**src/rtl/pcm_rx_pkg.sv**
```systemverilog
package pcm_rx_pkg;

    // Serial capture states
    typedef enum logic [1:0] {
        ST_IDLE  = 2'd0,
        ST_SHIFT = 2'd1,
        ST_FULL  = 2'd2
    } rx_state_e;

endpackage

```
**src/rtl/pcm_rx_shifter.sv**
```systemverilog
module pcm_rx_shifter
    import pcm_rx_pkg::*;
#(
    parameter int WORD_BITS = 8
) (
    input  logic                 clk_i,
    input  logic                 rst_ni,
    input  logic                 sync_i,
    input  logic                 data_i,
    output logic [WORD_BITS-1:0] word_o,
    output logic                 word_end_o,
    output logic                 word_done_o
);

    localparam int CNT_W = $clog2(WORD_BITS + 1);

    rx_state_e          state_q, state_d;
    logic [CNT_W-1:0]   cnt_q;
    logic [WORD_BITS-1:0] sh_q;
    logic               take_bit;

    // state register
    always_ff @(posedge clk_i or negedge rst_ni) begin
        if (!rst_ni) state_q <= ST_IDLE;
        else         state_q <= state_d;
    end

    // transitions: start, fill, abort, commit
    always_comb begin
        state_d = state_q;
        unique case (state_q)
            ST_IDLE:  if (sync_i) state_d = ST_SHIFT;
            ST_SHIFT: begin
                if (!sync_i)                              state_d = ST_IDLE;
                else if (cnt_q == CNT_W'(WORD_BITS - 1))  state_d = ST_FULL;
            end
            ST_FULL:  if (!sync_i) state_d = ST_IDLE;
            default:  state_d = ST_IDLE;
        endcase
    end

    assign take_bit = sync_i && (state_q != ST_FULL);

    always_ff @(posedge clk_i or negedge rst_ni) begin
        if (!rst_ni) begin
            sh_q  <= '0;
            cnt_q <= '0;
        end else begin
            if (take_bit) begin
                sh_q  <= {sh_q[WORD_BITS-2:0], data_i};
                cnt_q <= (state_q == ST_IDLE) ? CNT_W'(1) : cnt_q + CNT_W'(1);
            end else if (!sync_i) begin
                cnt_q <= '0;
            end
        end
    end

    // outputs
    always_comb begin
        word_o      = sh_q;
        word_end_o  = (state_q != ST_IDLE) && !sync_i;
        word_done_o = (state_q == ST_FULL) && !sync_i;
    end


    cnt_bound_chk: assert property (@(posedge clk_i) disable iff (!rst_ni)
        cnt_q <= CNT_W'(WORD_BITS));


    full_count_chk: assert property (@(posedge clk_i) disable iff (!rst_ni)
        (state_q == ST_FULL) |-> (cnt_q == CNT_W'(WORD_BITS)));


    idle_hold_chk: assert property (@(posedge clk_i) disable iff (!rst_ni)
        (state_q == ST_IDLE && !sync_i) |=> (state_q == ST_IDLE));

endmodule

```
**src/rtl/pcm_rx_frame_ctr.sv**
```systemverilog
module pcm_rx_frame_ctr #(
    parameter int FRAMES      = 12,
    parameter int SIG_FRAME_A = 6,
    parameter int SIG_FRAME_B = 12
) (
    input  logic clk_i,
    input  logic rst_ni,
    input  logic word_end_i,
    input  logic align_i,
    output logic sig_frame_o
);

    localparam int FW = $clog2(FRAMES + 1);

    logic [FW-1:0] frame_q;

    always_ff @(posedge clk_i or negedge rst_ni) begin
        if (!rst_ni)                              frame_q <= FW'(1);
        else if (align_i)                         frame_q <= FW'(1);
        else if (word_end_i) begin
            if (frame_q == FW'(FRAMES))           frame_q <= FW'(1);
            else                                  frame_q <= frame_q + FW'(1);
        end
    end

    always_comb begin
        sig_frame_o = (frame_q == FW'(SIG_FRAME_A)) || (frame_q == FW'(SIG_FRAME_B));
    end


    frame_range_chk: assert property (@(posedge clk_i) disable iff (!rst_ni)
        (frame_q >= FW'(1)) && (frame_q <= FW'(FRAMES)));


    align_chk: assert property (@(posedge clk_i) disable iff (!rst_ni)
        align_i |=> (frame_q == FW'(1)));


    frame_hold_chk: assert property (@(posedge clk_i) disable iff (!rst_ni)
        (!align_i && !word_end_i) |=> $stable(frame_q));

endmodule

```
**src/rtl/pcm_rx_expand.sv**
```systemverilog
module pcm_rx_expand #(
    parameter int SEG_BITS  = 3,
    parameter int STEP_BITS = 4
) (
    input  logic [SEG_BITS+STEP_BITS:0]                  code_i,
    input  logic                                         mu_i,
    output logic [((1<<SEG_BITS)-1)+STEP_BITS+1:0]       lin_o
);

    localparam int WORD_BITS = 1 + SEG_BITS + STEP_BITS;
    localparam int MAG_BITS  = ((1 << SEG_BITS) - 1) + STEP_BITS + 1;
    localparam int HALF_BIAS = (1 << STEP_BITS) + 1;

    logic [WORD_BITS-1:0]  c;
    logic [SEG_BITS-1:0]   seg;
    logic [SEG_BITS-1:0]   seg_m1;
    logic [STEP_BITS-1:0]  step;
    logic [STEP_BITS+1:0]  mant;
    logic [MAG_BITS-1:0]   shifted;
    logic [MAG_BITS-1:0]   mag;

    always_comb begin
        c       = mu_i ? ~code_i : code_i;
        seg     = c[WORD_BITS-2:STEP_BITS];
        step    = c[STEP_BITS-1:0];
        seg_m1  = seg - SEG_BITS'(1);
        mant    = {1'b1, step, 1'b1};
        shifted = MAG_BITS'(mant) << seg_m1;
        if (seg == '0) begin
            mag = mu_i ? MAG_BITS'(step) : MAG_BITS'({step, 1'b1});
        end else begin
            mag = mu_i ? (shifted - MAG_BITS'(HALF_BIAS)) : shifted;
        end
        lin_o = {c[WORD_BITS-1], mag};
    end

endmodule

```
**src/rtl/pcm_rx_deser.sv**
```systemverilog
module pcm_rx_deser #(
    parameter int SEG_BITS    = 3,
    parameter int STEP_BITS   = 4,
    parameter int FRAMES      = 12,
    parameter int SIG_FRAME_A = 6,
    parameter int SIG_FRAME_B = 12
) (
    input  logic        clk_i,
    input  logic        rst_ni,
    input  logic        rx_sync_i,
    input  logic        rx_data_i,
    input  logic        ab_sel_i,
    input  logic        sf_align_i,
    input  logic        mu_law_i,
    output logic [((1<<SEG_BITS)-1)+STEP_BITS+1:0] lin_o,
    output logic        half_step_o,
    output logic        sig_a_o,
    output logic        sig_b_o
);

    localparam int WORD_BITS = 1 + SEG_BITS + STEP_BITS;
    localparam int LIN_BITS  = ((1 << SEG_BITS) - 1) + STEP_BITS + 2;

    logic [WORD_BITS-1:0] word;
    logic                 word_end;
    logic                 word_done;
    logic                 sig_frame;
    logic [WORD_BITS-1:0] code_eff;
    logic [LIN_BITS-1:0]  lin_d;
    logic [LIN_BITS-1:0]  lin_q;
    logic                 half_q, sig_a_q, sig_b_q;

    pcm_rx_shifter #(.WORD_BITS(WORD_BITS)) u_shift (
        .clk_i       (clk_i),
        .rst_ni      (rst_ni),
        .sync_i      (rx_sync_i),
        .data_i      (rx_data_i),
        .word_o      (word),
        .word_end_o  (word_end),
        .word_done_o (word_done)
    );

    pcm_rx_frame_ctr #(
        .FRAMES      (FRAMES),
        .SIG_FRAME_A (SIG_FRAME_A),
        .SIG_FRAME_B (SIG_FRAME_B)
    ) u_frame (
        .clk_i       (clk_i),
        .rst_ni      (rst_ni),
        .word_end_i  (word_end),
        .align_i     (sf_align_i),
        .sig_frame_o (sig_frame)
    );

    // robbed bit forced to zero in signaling frames
    always_comb begin
        code_eff = sig_frame ? {word[WORD_BITS-1:1], 1'b0} : word;
    end

    pcm_rx_expand #(.SEG_BITS(SEG_BITS), .STEP_BITS(STEP_BITS)) u_exp (
        .code_i (code_eff),
        .mu_i   (mu_law_i),
        .lin_o  (lin_d)
    );

    always_ff @(posedge clk_i or negedge rst_ni) begin
        if (!rst_ni) begin
            lin_q   <= '0;
            half_q  <= 1'b0;
            sig_a_q <= 1'b0;
            sig_b_q <= 1'b0;
        end else if (word_done) begin
            lin_q  <= lin_d;
            half_q <= sig_frame;
            if (sig_frame) begin
                if (ab_sel_i) sig_b_q <= word[0];
                else          sig_a_q <= word[0];
            end
        end
    end

    always_comb begin
        lin_o       = lin_q;
        half_step_o = half_q;
        sig_a_o     = sig_a_q;
        sig_b_o     = sig_b_q;
    end


    lin_hold_chk: assert property (@(posedge clk_i) disable iff (!rst_ni)
        !word_done |=> $stable(lin_o));


    half_hold_chk: assert property (@(posedge clk_i) disable iff (!rst_ni)
        !word_done |=> $stable(half_step_o));


    sig_hold_chk: assert property (@(posedge clk_i) disable iff (!rst_ni)
        !(word_done && sig_frame) |=> $stable({sig_a_o, sig_b_o}));


    half_set_chk: assert property (@(posedge clk_i) disable iff (!rst_ni)
        (word_done && sig_frame) |=> half_step_o);


    sig_route_chk: assert property (@(posedge clk_i) disable iff (!rst_ni)
        (word_done && sig_frame && ab_sel_i) |=> $stable(sig_a_o));

endmodule

```
**config.mk**
```make
export PLATFORM = sky130hd
export DESIGN_NAME = pcm_rx_deser
export DESIGN_NICKNAME = d
export VERILOG_FILES = /design/src/rtl/pcm_rx_pkg.sv /design/src/rtl/pcm_rx_shifter.sv /design/src/rtl/pcm_rx_frame_ctr.sv /design/src/rtl/pcm_rx_expand.sv /design/src/rtl/pcm_rx_deser.sv
export SDC_FILE = /design/constraint.sdc
export NUM_CORES = 1
export LEC_CHECK = 0
export BUFFER_PORTS_ARGS = -buffer_cell sky130_fd_sc_hd__buf_2
export CAP_MARGIN = 25
export CORE_AREA = 2 2 73 75
export DETAILED_ROUTE_END_ITERATION = 7
export DIE_AREA = 0 0 75 77
export PLACE_DENSITY = 0.8
export SLEW_MARGIN = 40
export SYNTH_ARGS = -nofsm -noshare
export SYNTH_HDL_FRONTEND = slang
export SYNTH_HIERARCHICAL = 1
export SYNTH_SLANG_ARGS = --single-unit
export TNS_END_PERCENT = 50
```
**constraint.sdc**
```tcl
create_clock -name clk_i -period 3.5 [get_ports clk_i]
set_input_delay 0.35 -clock clk_i [delete_from_list [all_inputs] [get_ports clk_i]]
set_output_delay 0.35 -clock clk_i [all_outputs]
set_load 0.05 [all_outputs]
```
==> summary.txt <==
Route
  – DRT antenna net count: 0
  – First drt pass iteration count: 6
  – Detailed Route WL: 5980 microns
  – Vias: 2171
  – Number of vias per cell: 6.17
  – Drt wl/cell: 17.0 microns
  – DRC errors left: 0
  – Initial DRC Count: 289

Critical path
  – CP bufs+invs: 1
  – Slowest cell on crit path: dfstp_2
  – CP startpoint kind: register
  – Critical path peak fanout: 4
  – CP most frequent cell: nor2b_2
  – Slowest stage delay, CP: 560 ps
  – Critical Path, Cell by Cell: inv_1 -> ha_2 -> mux2i_1 -> nor2b_2 -> nor2b_2 -> ha_4 -> nand4bb_1 -> o21ai_0 -> nand2_1 -> a21oi_1 -> a22oi_1 -> o21ai_1 -> o31ai_1 -> mux2_4
  – Crit. End Element: register
  – Arrival @ worst endpoint: 3550 ps
  – Crit path kind: register to register
  – Critical Path RT: 3680 ps
  – Crit path max-delay family: compound AO/OA/AOI/OAI gates

Finish
  – Share of layout cells above drive strength 1: 0.316
  – Final core occ: 0.577
  – ANT cells: 0
  – Commonest non-fill, non-tap cells in the layout: dfrtp_1 (33), buf_2 (21), nor2_1 (17)
  – Most common cell after layout, fill and taps aside: dfrtp_1
  – Storage cell area: 852 sq um
  – Fill count: 410
  – Area of the multi-input gates: 1560 sq um
  – Nets: 297
  – Final Cell Area: 2870 sq um
  – Area growth from synthesis to layout: 12.9%

Floorplanning
  – Starting Density: 0.511
  – Die X-Extent: 75 microns
  – # rows: 26
  – Core Region: 4980 sq um
  – Die Ht: 77 microns
  – Die footprint: 5780 sq um
  – Top-level I/O count: 23

Placement
  – Count of input and output buffers: 22
  – Dpl ws: 12.7 ps
  – DP Wirelength: 3950 microns
  – Placed inst area: 2680 sq um
  – Gp weighted congestion: 0.913

Timing
  – Post-Route Skew: 12.9 ps
  – Max Slew Vio Count: 0
  – Hold Fails Final Rpt: 12
  – Final worst-path setup slack: 134 ps
  – Worst-margin pin slew: 540 ps
  – Final worst-path cycle share: 0.962
  – Slew Limit Headroom: 0.638
  – Tmin final: 3370 ps
  – Peak Freq: 297 MHz
  – Hold Slack: -15.8 ps
  – Final setup vio count: 0

Min path
  – Hold WC Path Type: input port to asynchronous set/reset pin

Power and ir drop
  – Power, Total: 2.36 mW
  – Leak Pwr: 1.28 nW
  – Power Density: 823 nW/um^2
  – Max IR drop VDD: 0.000492 V

Logic synthesis
  – Post-Syn Area: 2540 sq um
  – Prevailing post-synth register cell: dfrtp_1
  – Syn nets: 276
  – Seq/Total Area, Yosys: 0.335
  – Post-synthesis register bit count: 34
  – Post-synth EDFFs: 0
  – Syn_area_per_cell: 9.78 sq um
  – Synth async-reset ratio: 1.00
  – Post-Syn Instances: 260
  – Number of distinct library cells after synthesis: 66
  – YS warnings: 6

Job
  – Maxcap violations: 0

Status
  – Status: finished, violations left
  – Failing checks: negative hold slack

Clocking
  – CTS Buf Count: 5
  – CTS Root Cell: clkbuf_8
  – Reg clk slew, reported paths: 90 ps
  – CTS tree: built
  – CTS max path bufs: 2
  – Clk Latency, worst-skew pair: 300 ps
  – Htree depth: 2
  – Post-CTS Hold Buffers: 0
  – Clock sink total: 34

GRT
  – Largest net degree at the start of global routing: 35
  – Overflow after GRT: 0
  – All-Layer GR Usage: 0.224
  – Global-route wire length before repair: 10000 microns
  – Initial antenna violation count: 0
  – Vias in the first global route: 2142
## per-stage QoR
step           setup TNS, ps  std cells
6_report                   0        352
2_1_floorplan              0        260
3_3_place_gp               0        342
4_1_cts                    0        350
5_1_grt                -17.8        352
3_5_place_dp               0        342
## synthesized netlist by cell type (3+ instances only)
library cell  instances  share of area
a22oi_1               4          0.012
buf_6                 4          0.018
xor2_1                4          0.014
buf_2                 3         0.0059
nand3_1               7          0.014
nand2_1              10          0.015
mux2_2               16          0.071
nand3b_1              3         0.0089
o21ai_0              12          0.024
nor2b_1               7          0.017
clkbuf_1              8          0.012
mux2i_1               5          0.020
nor2_1               17          0.025
and3_1                3         0.0074
nor3_1                6          0.012
nand2b_1              7          0.017
inv_1                 9          0.013
a21o_1                3         0.0089
o21ai_1               3         0.0059
mux2_4               10          0.059
ha_1                  9          0.044
a21oi_1              15          0.030
xnor2_1               4          0.014
dfrtp_1              33           0.32
## what timing repair did
action,4_1_cts,5_1_grt
buffers inserted,0,2
endpoints found under the setup margin,0,8
gates resized for setup,0,8
## area by class of cell
cell class                      instances  share of cell area
Multi-Input combinational cell        198               0.544
Tap cell                               70              0.0305
Sequential cell                        34               0.297
Clock inverter                          2              0.0209
Inverter                               10              0.0131
Clock buffer                            6              0.0288
Timing Repair Buffer                   32              0.0654
## sequential cells by signal (all words and copies together), names as in the netlist
name             count
lin_o               13
u_shift/word_o       8
u_frame/frame_q      4
u_shift/cnt_q        4
u_shift/state_q      2
half_step_o          1
sig_a_o              1
sig_b_o              1
## metal layers
layer | global-route usage | vias to the layer above | share of wire
li1 | - | 984 | -
met1 | 0.293 | 1064 | 0.41
met2 | 0.358 | 105 | 0.51
met3 | 0.0539 | 18 | 0.069
met4 | 0.0768 | 0 | 0.017
met5 | 0 | - | 0
## worst paths after layout
path / from / endpoint / slack [ps] / depth (start not counted)
worst min register to register: lin_o[0]$_DFFE_PN0P_ / lin_o[0]$_DFFE_PN0P_ / 510 / 1
worst min-delay path: rst_ni / lin_o[5]$_DFFE_PN0P_ / -20 / 1
max in group asynchronous: rst_ni / u_frame/frame_q[0]$_DFFE_PN1P_ / 3160 / 1
worst max-delay path: u_frame/frame_q[0]$_DFFE_PN1P_ / lin_o[9]$_DFFE_PN0P_ / 130 / 14
min in group clk_i: sf_align_i / u_frame/frame_q[3]$_DFFE_PN0P_ / 250 / 2
worst max register to register: u_frame/frame_q[0]$_DFFE_PN1P_ / lin_o[9]$_DFFE_PN0P_ / 130 / 14
## worst reg2reg max path, stage by stage, from the launching register on
cell and delay [ps]:
dfstp_2 560, inv_1 80, ha_2 220, mux2i_1 170
nor2b_2 90, nor2b_2 190, ha_4 230, nand4bb_1 230
o21ai_0 300, nand2_1 90, a21oi_1 430, a22oi_1 170
o21ai_1 160, o31ai_1 80, mux2_4 260
## where the power goes
group / switching, mW / internal [mW] / total [mW]
clock: 0.161 / 0.304 / 0.465
combinational: 0.827 / 0.569 / 1.40
sequential: 0.0577 / 0.443 / 0.501
total: 1.05 / 1.32 / 2.36
## cell families after synthesis
group,Yosys count,synth area share
flip-flops,34,0.335
adder cells (fa/ha/maj),9,0.0443
XOR/XNOR,9,0.0340
multiplexers,32,0.158
AND/OR/NAND/NOR,78,0.170
AO/OA/AOI/OAI,70,0.194
buffers and inverters,28,0.0640
Note: power is estimated with default switching activity, not from simulation.
